==> config.mk <==
export PLATFORM = sky130hd
export DESIGN_NAME = disk_gate_ctrl
export DESIGN_NICKNAME = d
export VERILOG_FILES = /design/src/rtl/disk_gate_pkg.sv /design/src/rtl/gate_decode.sv /design/src/rtl/cyl_addr_reg.sv /design/src/rtl/line_steer.sv /design/src/rtl/disk_gate_ctrl.sv
export SDC_FILE = /design/constraint.sdc
export NUM_CORES = 1
export LEC_CHECK = 0
export ABC_AREA = 1
export BUFFER_PORTS_ARGS = -buffer_cell sky130_fd_sc_hd__buf_2
export CORE_AREA = 2 2 39 41
export CTS_CLUSTER_SIZE = 30
export DETAILED_ROUTE_END_ITERATION = 6
export DIE_AREA = 0 0 41 43
export PLACE_DENSITY = 0.86
export SKIP_LAST_GASP = 1
export SYNTH_ARGS = -nofsm -noshare
export SYNTH_HDL_FRONTEND = slang
export SYNTH_SLANG_ARGS = --single-unit
==> constraint.sdc <==
create_clock -name clk -period 1.29 [get_ports clk]
set_input_delay 0 -clock clk [delete_from_list [all_inputs] [get_ports clk]]
set_output_delay 0 -clock clk [all_outputs]
set_load 0.005 [all_outputs]
==> src/rtl/disk_gate_pkg.sv <==
package disk_gate_pkg;

  localparam int CMD_W    = 3;
  localparam int BIT_WR   = 0;
  localparam int BIT_RD   = 1;
  localparam int BIT_ERS  = 2;

  typedef struct packed {
    logic wr;
    logic rd;
    logic ers;
  } gate_t;

  localparam gate_t GATE_IDLE = '{wr: 1'b0, rd: 1'b0, ers: 1'b0};

  // Command decode: write has priority; erase only alongside a write.
  function automatic gate_t gate_next_f(input logic [CMD_W-1:0] c);
    gate_t g;
    g.wr  = c[BIT_WR];
    g.rd  = c[BIT_RD] & ~c[BIT_WR];
    g.ers = c[BIT_ERS] & c[BIT_WR];
    return g;
  endfunction

  function automatic logic cyl_ok_f(input int unsigned v, input int unsigned top);
    return v <= top;
  endfunction

  function automatic logic cut_f(input int unsigned v, input int unsigned thresh);
    return v > thresh;
  endfunction

endpackage

==> src/rtl/gate_decode.sv <==
module gate_decode
  import disk_gate_pkg::*;
(
  input  logic             clk,
  input  logic             rst,
  input  logic [CMD_W-1:0] cmd,
  output gate_t            gate_q
);

  gate_t gate_d;

  always_comb begin
    gate_d = gate_next_f(cmd);
  end

  always_ff @(posedge clk) begin
    if (rst) begin
      gate_q <= GATE_IDLE;
    end else begin
      gate_q <= gate_d;
    end
  end

endmodule

==> src/rtl/cyl_addr_reg.sv <==
module cyl_addr_reg
  import disk_gate_pkg::*;
#(
  parameter int CYL_W      = 8,
  parameter int CYL_MAX    = 202,
  parameter int CUT_THRESH = 127
) (
  input  logic             clk,
  input  logic             rst,
  input  logic             load,
  input  logic [CYL_W-1:0] din,
  output logic [CYL_W-1:0] addr,
  output logic             cut,
  output logic             bad,
  output logic             load_ok,
  output logic             load_bad
);

  localparam int unsigned TOP_U = CYL_MAX;
  localparam int unsigned THR_U = CUT_THRESH;

  logic din_ok;

  always_comb begin
    din_ok   = cyl_ok_f(int'(din), TOP_U);
    load_ok  = load & din_ok;
    load_bad = load & ~din_ok;
  end

  always_ff @(posedge clk) begin
    if (rst) begin
      addr <= '0;
      cut  <= 1'b0;
      bad  <= 1'b0;
    end else begin
      bad <= load_bad;
      if (load_ok) begin
        addr <= din;
        cut  <= cut_f(int'(din), THR_U);
      end
    end
  end

endmodule

==> src/rtl/line_steer.sv <==
module line_steer
  import disk_gate_pkg::*;
(
  input  gate_t gate_q,
  input  logic  line_in,
  input  logic  rd_pulse,
  output logic  wr_drv_en,
  output logic  rd_drv_en,
  output logic  fmt_en,
  output logic  fmt_data,
  output logic  line_oe,
  output logic  line_out
);

  always_comb begin
    wr_drv_en = gate_q.wr;
    rd_drv_en = gate_q.rd & ~gate_q.wr;
    fmt_en    = wr_drv_en;
    fmt_data  = line_in & wr_drv_en;
    line_oe   = rd_drv_en;
    line_out  = rd_pulse & rd_drv_en;
  end

endmodule

==> src/rtl/disk_gate_ctrl.sv <==
module disk_gate_ctrl
  import disk_gate_pkg::*;
#(
  parameter int CYL_W      = 8,
  parameter int CYL_MAX    = 202,
  parameter int CUT_THRESH = 127
) (
  input  logic             clk,
  input  logic             rst,
  input  logic [2:0]       cmd,
  input  logic [CYL_W-1:0] cyl_in,
  input  logic             cyl_load,
  input  logic             line_in,
  input  logic             rd_pulse,
  output logic             write_gate,
  output logic             read_gate,
  output logic             erase_gate_n,
  output logic             wr_drv_en,
  output logic             rd_drv_en,
  output logic             fmt_en,
  output logic             fmt_data,
  output logic             line_oe,
  output logic             line_out,
  output logic [CYL_W-1:0] cyl_addr,
  output logic             cur_reduce,
  output logic             range_err
);

  gate_t gate_q;
  logic  ev_load_ok;
  logic  ev_load_bad;

  gate_decode u_dec (
    .clk    (clk),
    .rst    (rst),
    .cmd    (cmd),
    .gate_q (gate_q)
  );

  cyl_addr_reg #(
    .CYL_W      (CYL_W),
    .CYL_MAX    (CYL_MAX),
    .CUT_THRESH (CUT_THRESH)
  ) u_cyl (
    .clk      (clk),
    .rst      (rst),
    .load     (cyl_load),
    .din      (cyl_in),
    .addr     (cyl_addr),
    .cut      (cur_reduce),
    .bad      (range_err),
    .load_ok  (ev_load_ok),
    .load_bad (ev_load_bad)
  );

  line_steer u_steer (
    .gate_q    (gate_q),
    .line_in   (line_in),
    .rd_pulse  (rd_pulse),
    .wr_drv_en (wr_drv_en),
    .rd_drv_en (rd_drv_en),
    .fmt_en    (fmt_en),
    .fmt_data  (fmt_data),
    .line_oe   (line_oe),
    .line_out  (line_out)
  );

  assign write_gate   = gate_q.wr;
  assign read_gate    = gate_q.rd;
  assign erase_gate_n = ~gate_q.ers;

endmodule

==> flow_metrics.env <==
export IMPL_drtPass1Iterations=2
export IMPL_cts_sinks=13
export IMPL_critical_path_arrival_ns=1.38
export IMPL_drive_gt1_frac=0.389
export IMPL_yosys_register_bits=13
export IMPL_fmax_mhz=856
export IMPL_rr_worst_depth=2
export IMPL_h_tree_depth=1
export IMPL_antenna_found_initial=0
export IMPL_status="complete, no violations"
export IMPL_endpoint="u_dec.gate_q[1]"
export IMPL_grtUsageMet3=0.0314
export IMPL_ir_drop_v=0.000556
export IMPL_critPathRequiredTime_ns=1.50
export IMPL_post_route_period_util=0.906
export IMPL_die_height_um=43
export IMPL_synth_xor_area_frac=0
export IMPL_fillers=127
export IMPL_drc=0
export IMPL_rsz0062_at_grt="false"
export IMPL_critPathMaxFanout=2
export IMPL_rrSetupSlack_ns=0.69
export IMPL_placed_area_um2=689
export IMPL_final_core_util=0.568
export IMPL_grt_max_degree=14
export IMPL_synth_adder_area_share=0
export IMPL_cts_tree="built"
export IMPL_design_area_um2=786
export IMPL_hpwl_um=895
export IMPL_critical_path_class="input port to flop"
export IMPL_timing_slew_headroom=0.830
export IMPL_grt_util_met1=0.164
export IMPL_powerDensity_nw_per_um2=1040
export IMPL_grt_busiest_layer="met2"
export IMPL_crit_slowest_cell="dlygate4sd3_1"
export IMPL_grt_util_met2=0.266
export IMPL_syn_cell_area_um2=541
export IMPL_overflow=0
export IMPL_hold_class="input port to flop"
export IMPL_critical_path_cell_chain="dlygate4sd3_1 > buf_2 > inv_1 > nand2_1 > dlygate4sd3_1 > nor2_1"
export IMPL_clkTransAtPathRegs_ns=0.08
export IMPL_routabilityCongestion=0.709
export IMPL_port_buffers=34
export IMPL_vias_per_cell=4.54
export IMPL_clock_root_buffer="clkbuf_4"
export IMPL_diodes=0
export IMPL_clock_latency_ns=0.27
export IMPL_numCtsBuffers=3
export IMPL_cp_end_kind="flop"
export IMPL_grt_pass1_wl_um=1860
export IMPL_ys_seq_area_frac=0.481
export IMPL_syn_avg_cell_area_um2=7.95
export IMPL_netlist_instances=68
export IMPL_total_power_uw=817
export IMPL_syn_nets=84
export IMPL_cts_resized=0
export IMPL_tns_ns=0
export IMPL_cp_start_kind="input port"
export IMPL_r2r_start="u_cyl.addr[1]"
export IMPL_die_w_um=41
export IMPL_yosys_area_share_simple=0.296
export IMPL_fin_worst_skew_ns=0
export IMPL_syn2layout_area_growth_pct=45.4
export IMPL_startpoint="cmd[0]"
export IMPL_boundaryPins=35
export IMPL_hold_violations=0
export IMPL_drv_slew=0
export IMPL_cts_path_max_buffers=2
export IMPL_muxShareOfSynthArea=0
export IMPL_dieArea_um2=1760
export IMPL_num_rows=14
export IMPL_yosys_warnings=0
export IMPL_drt_iter0_drc=2
export IMPL_wire_per_inst_um=9.66
export IMPL_synth_top_family_by_area="simple AND/OR/NAND/NOR gates"
export IMPL_wirelength_um=1200
export IMPL_initial_utilization=0.391
export IMPL_grt_pass1_vias=508
export IMPL_postRouteAntennaNets=0
export IMPL_power_leakage_nw=0.413
export IMPL_r2r_end="u_cyl.addr[1]"
export IMPL_worst_pin_slew_ns=0.255
export IMPL_crit_path_max_incr_delay_ns=0.54
export IMPL_core_um2=1380
export IMPL_nNetsFinal=125
export IMPL_setup_viol=0
export IMPL_post_route_min_period_ns=1.17
export IMPL_crit_top_cell="dlygate4sd3_1"
export IMPL_synth_compound_area_frac=0.0972
export IMPL_synth_distinct_cells=14
export IMPL_drv_cap=0
export IMPL_dr_total_vias=563
export IMPL_grt_usage=0.158
-- cell families after synthesis --
logic type | Yosys count
and+or+nand+nor | 34
AOI/OAI and AO/OA | 9
buffers and inverters | 12
DFF | 13
-- layer usage --
metal  up-vias  routed length, µm
met5         -                  0
met1       243                512
li1        291                  -
met2        27                587
met4         0                  4
met3         2                 94
-- cells in the mapped netlist --
master / number / share of area
dfxtp_1: 13 / 0.48
a21oi_2: 2 / 0.032
inv_1: 7 / 0.049
nand2_2: 1 / 0.012
buf_2: 1 / 0.0093
nand3_1: 8 / 0.074
nor3_1: 1 / 0.0093
a21oi_1: 7 / 0.065
nand2_4: 2 / 0.042
nor2_1: 5 / 0.035
buf_4: 3 / 0.042
nor3b_1: 1 / 0.014
clkbuf_8: 1 / 0.025
nand2_1: 16 / 0.11
-- final cells by class --
cell class | instances | area (µm²) | area share
timing repair buffer | 41 | 240 | 0.306
tap | 16 | 20.0 | 0.0255
inverter | 7 | 26.3 | 0.0334
clock buffer | 4 | 26.3 | 0.0334
multi-input combinational | 43 | 213 | 0.271
sequential | 13 | 260 | 0.331
-- cell usage in the layout (no fill, tap or decap), drive strengths merged --
master,Yosys,layout
a21oi,9,9
clkbuf,1,4
nand2,19,19
inv,7,7
nor2,5,5
nor3,1,1
buf,4,34
dlygate4sd3,0,7
dfxtp,13,13
nand3,8,8
nor3b,1,1
-- report_power, final --
| group | switching, mW | total (mW) | internal, mW |
|---|---|---|---|
| combinational | 0.0670 | 0.138 | 0.0706 |
| clock | 0.127 | 0.247 | 0.120 |
| sequential | 0.0104 | 0.433 | 0.422 |
-- worst min path at each step --
stage / startpoint / endpoint / slack, ns / cells past startpoint
final: cyl_in[5] / u_cyl.addr[5] / 0.005 / 3
after floorplan: rst / u_cyl.addr[4] / 0.07 / 1
after detailed placement: cmd[2] / u_dec.gate_q[0] / 0.23 / 3
after CTS: cyl_in[5] / u_cyl.addr[5] / 0.0001 / 3
after global routing: cyl_in[4] / u_cyl.addr[4] / 0.01 / 3
after global placement: cmd[1] / u_dec.gate_q[1] / 0.22 / 3
-- per-stage QoR --
| stage | setup slack (ns) | instances | hold slack (ns) |
|---|---|---|---|
| 3_5_place_dp | 0.467 | 113 | 0.230 |
| 3_3_place_gp | 0.512 | 113 | 0.222 |
| 4_1_cts | 0.132 | 124 | 0.000102 |
| 5_1_grt | 0.0318 | 124 | 0.0103 |
| 6_report | 0.121 | 124 | 0.00454 |
| 2_1_floorplan | 0.653 | 68 | 0.0691 |
-- worst max-delay path: cells and delay by family --
family,cells,cell delay (ns)
buffers and inverters,4,1.26
and+or+nand+nor,2,0.13
-- what timing repair did --
action,4_1_cts,5_1_grt
setup buffers,0,0
hold buffers,7,0
hold endpoints to repair,5,0
-- flip-flops by register name (all words and copies together) (netlist names) --
signal	flops
u_cyl.bad	1
u_cyl.addr	8
u_cyl.cut	1
u_dec.gate_q	3
(Power assumes the default switching activity.)
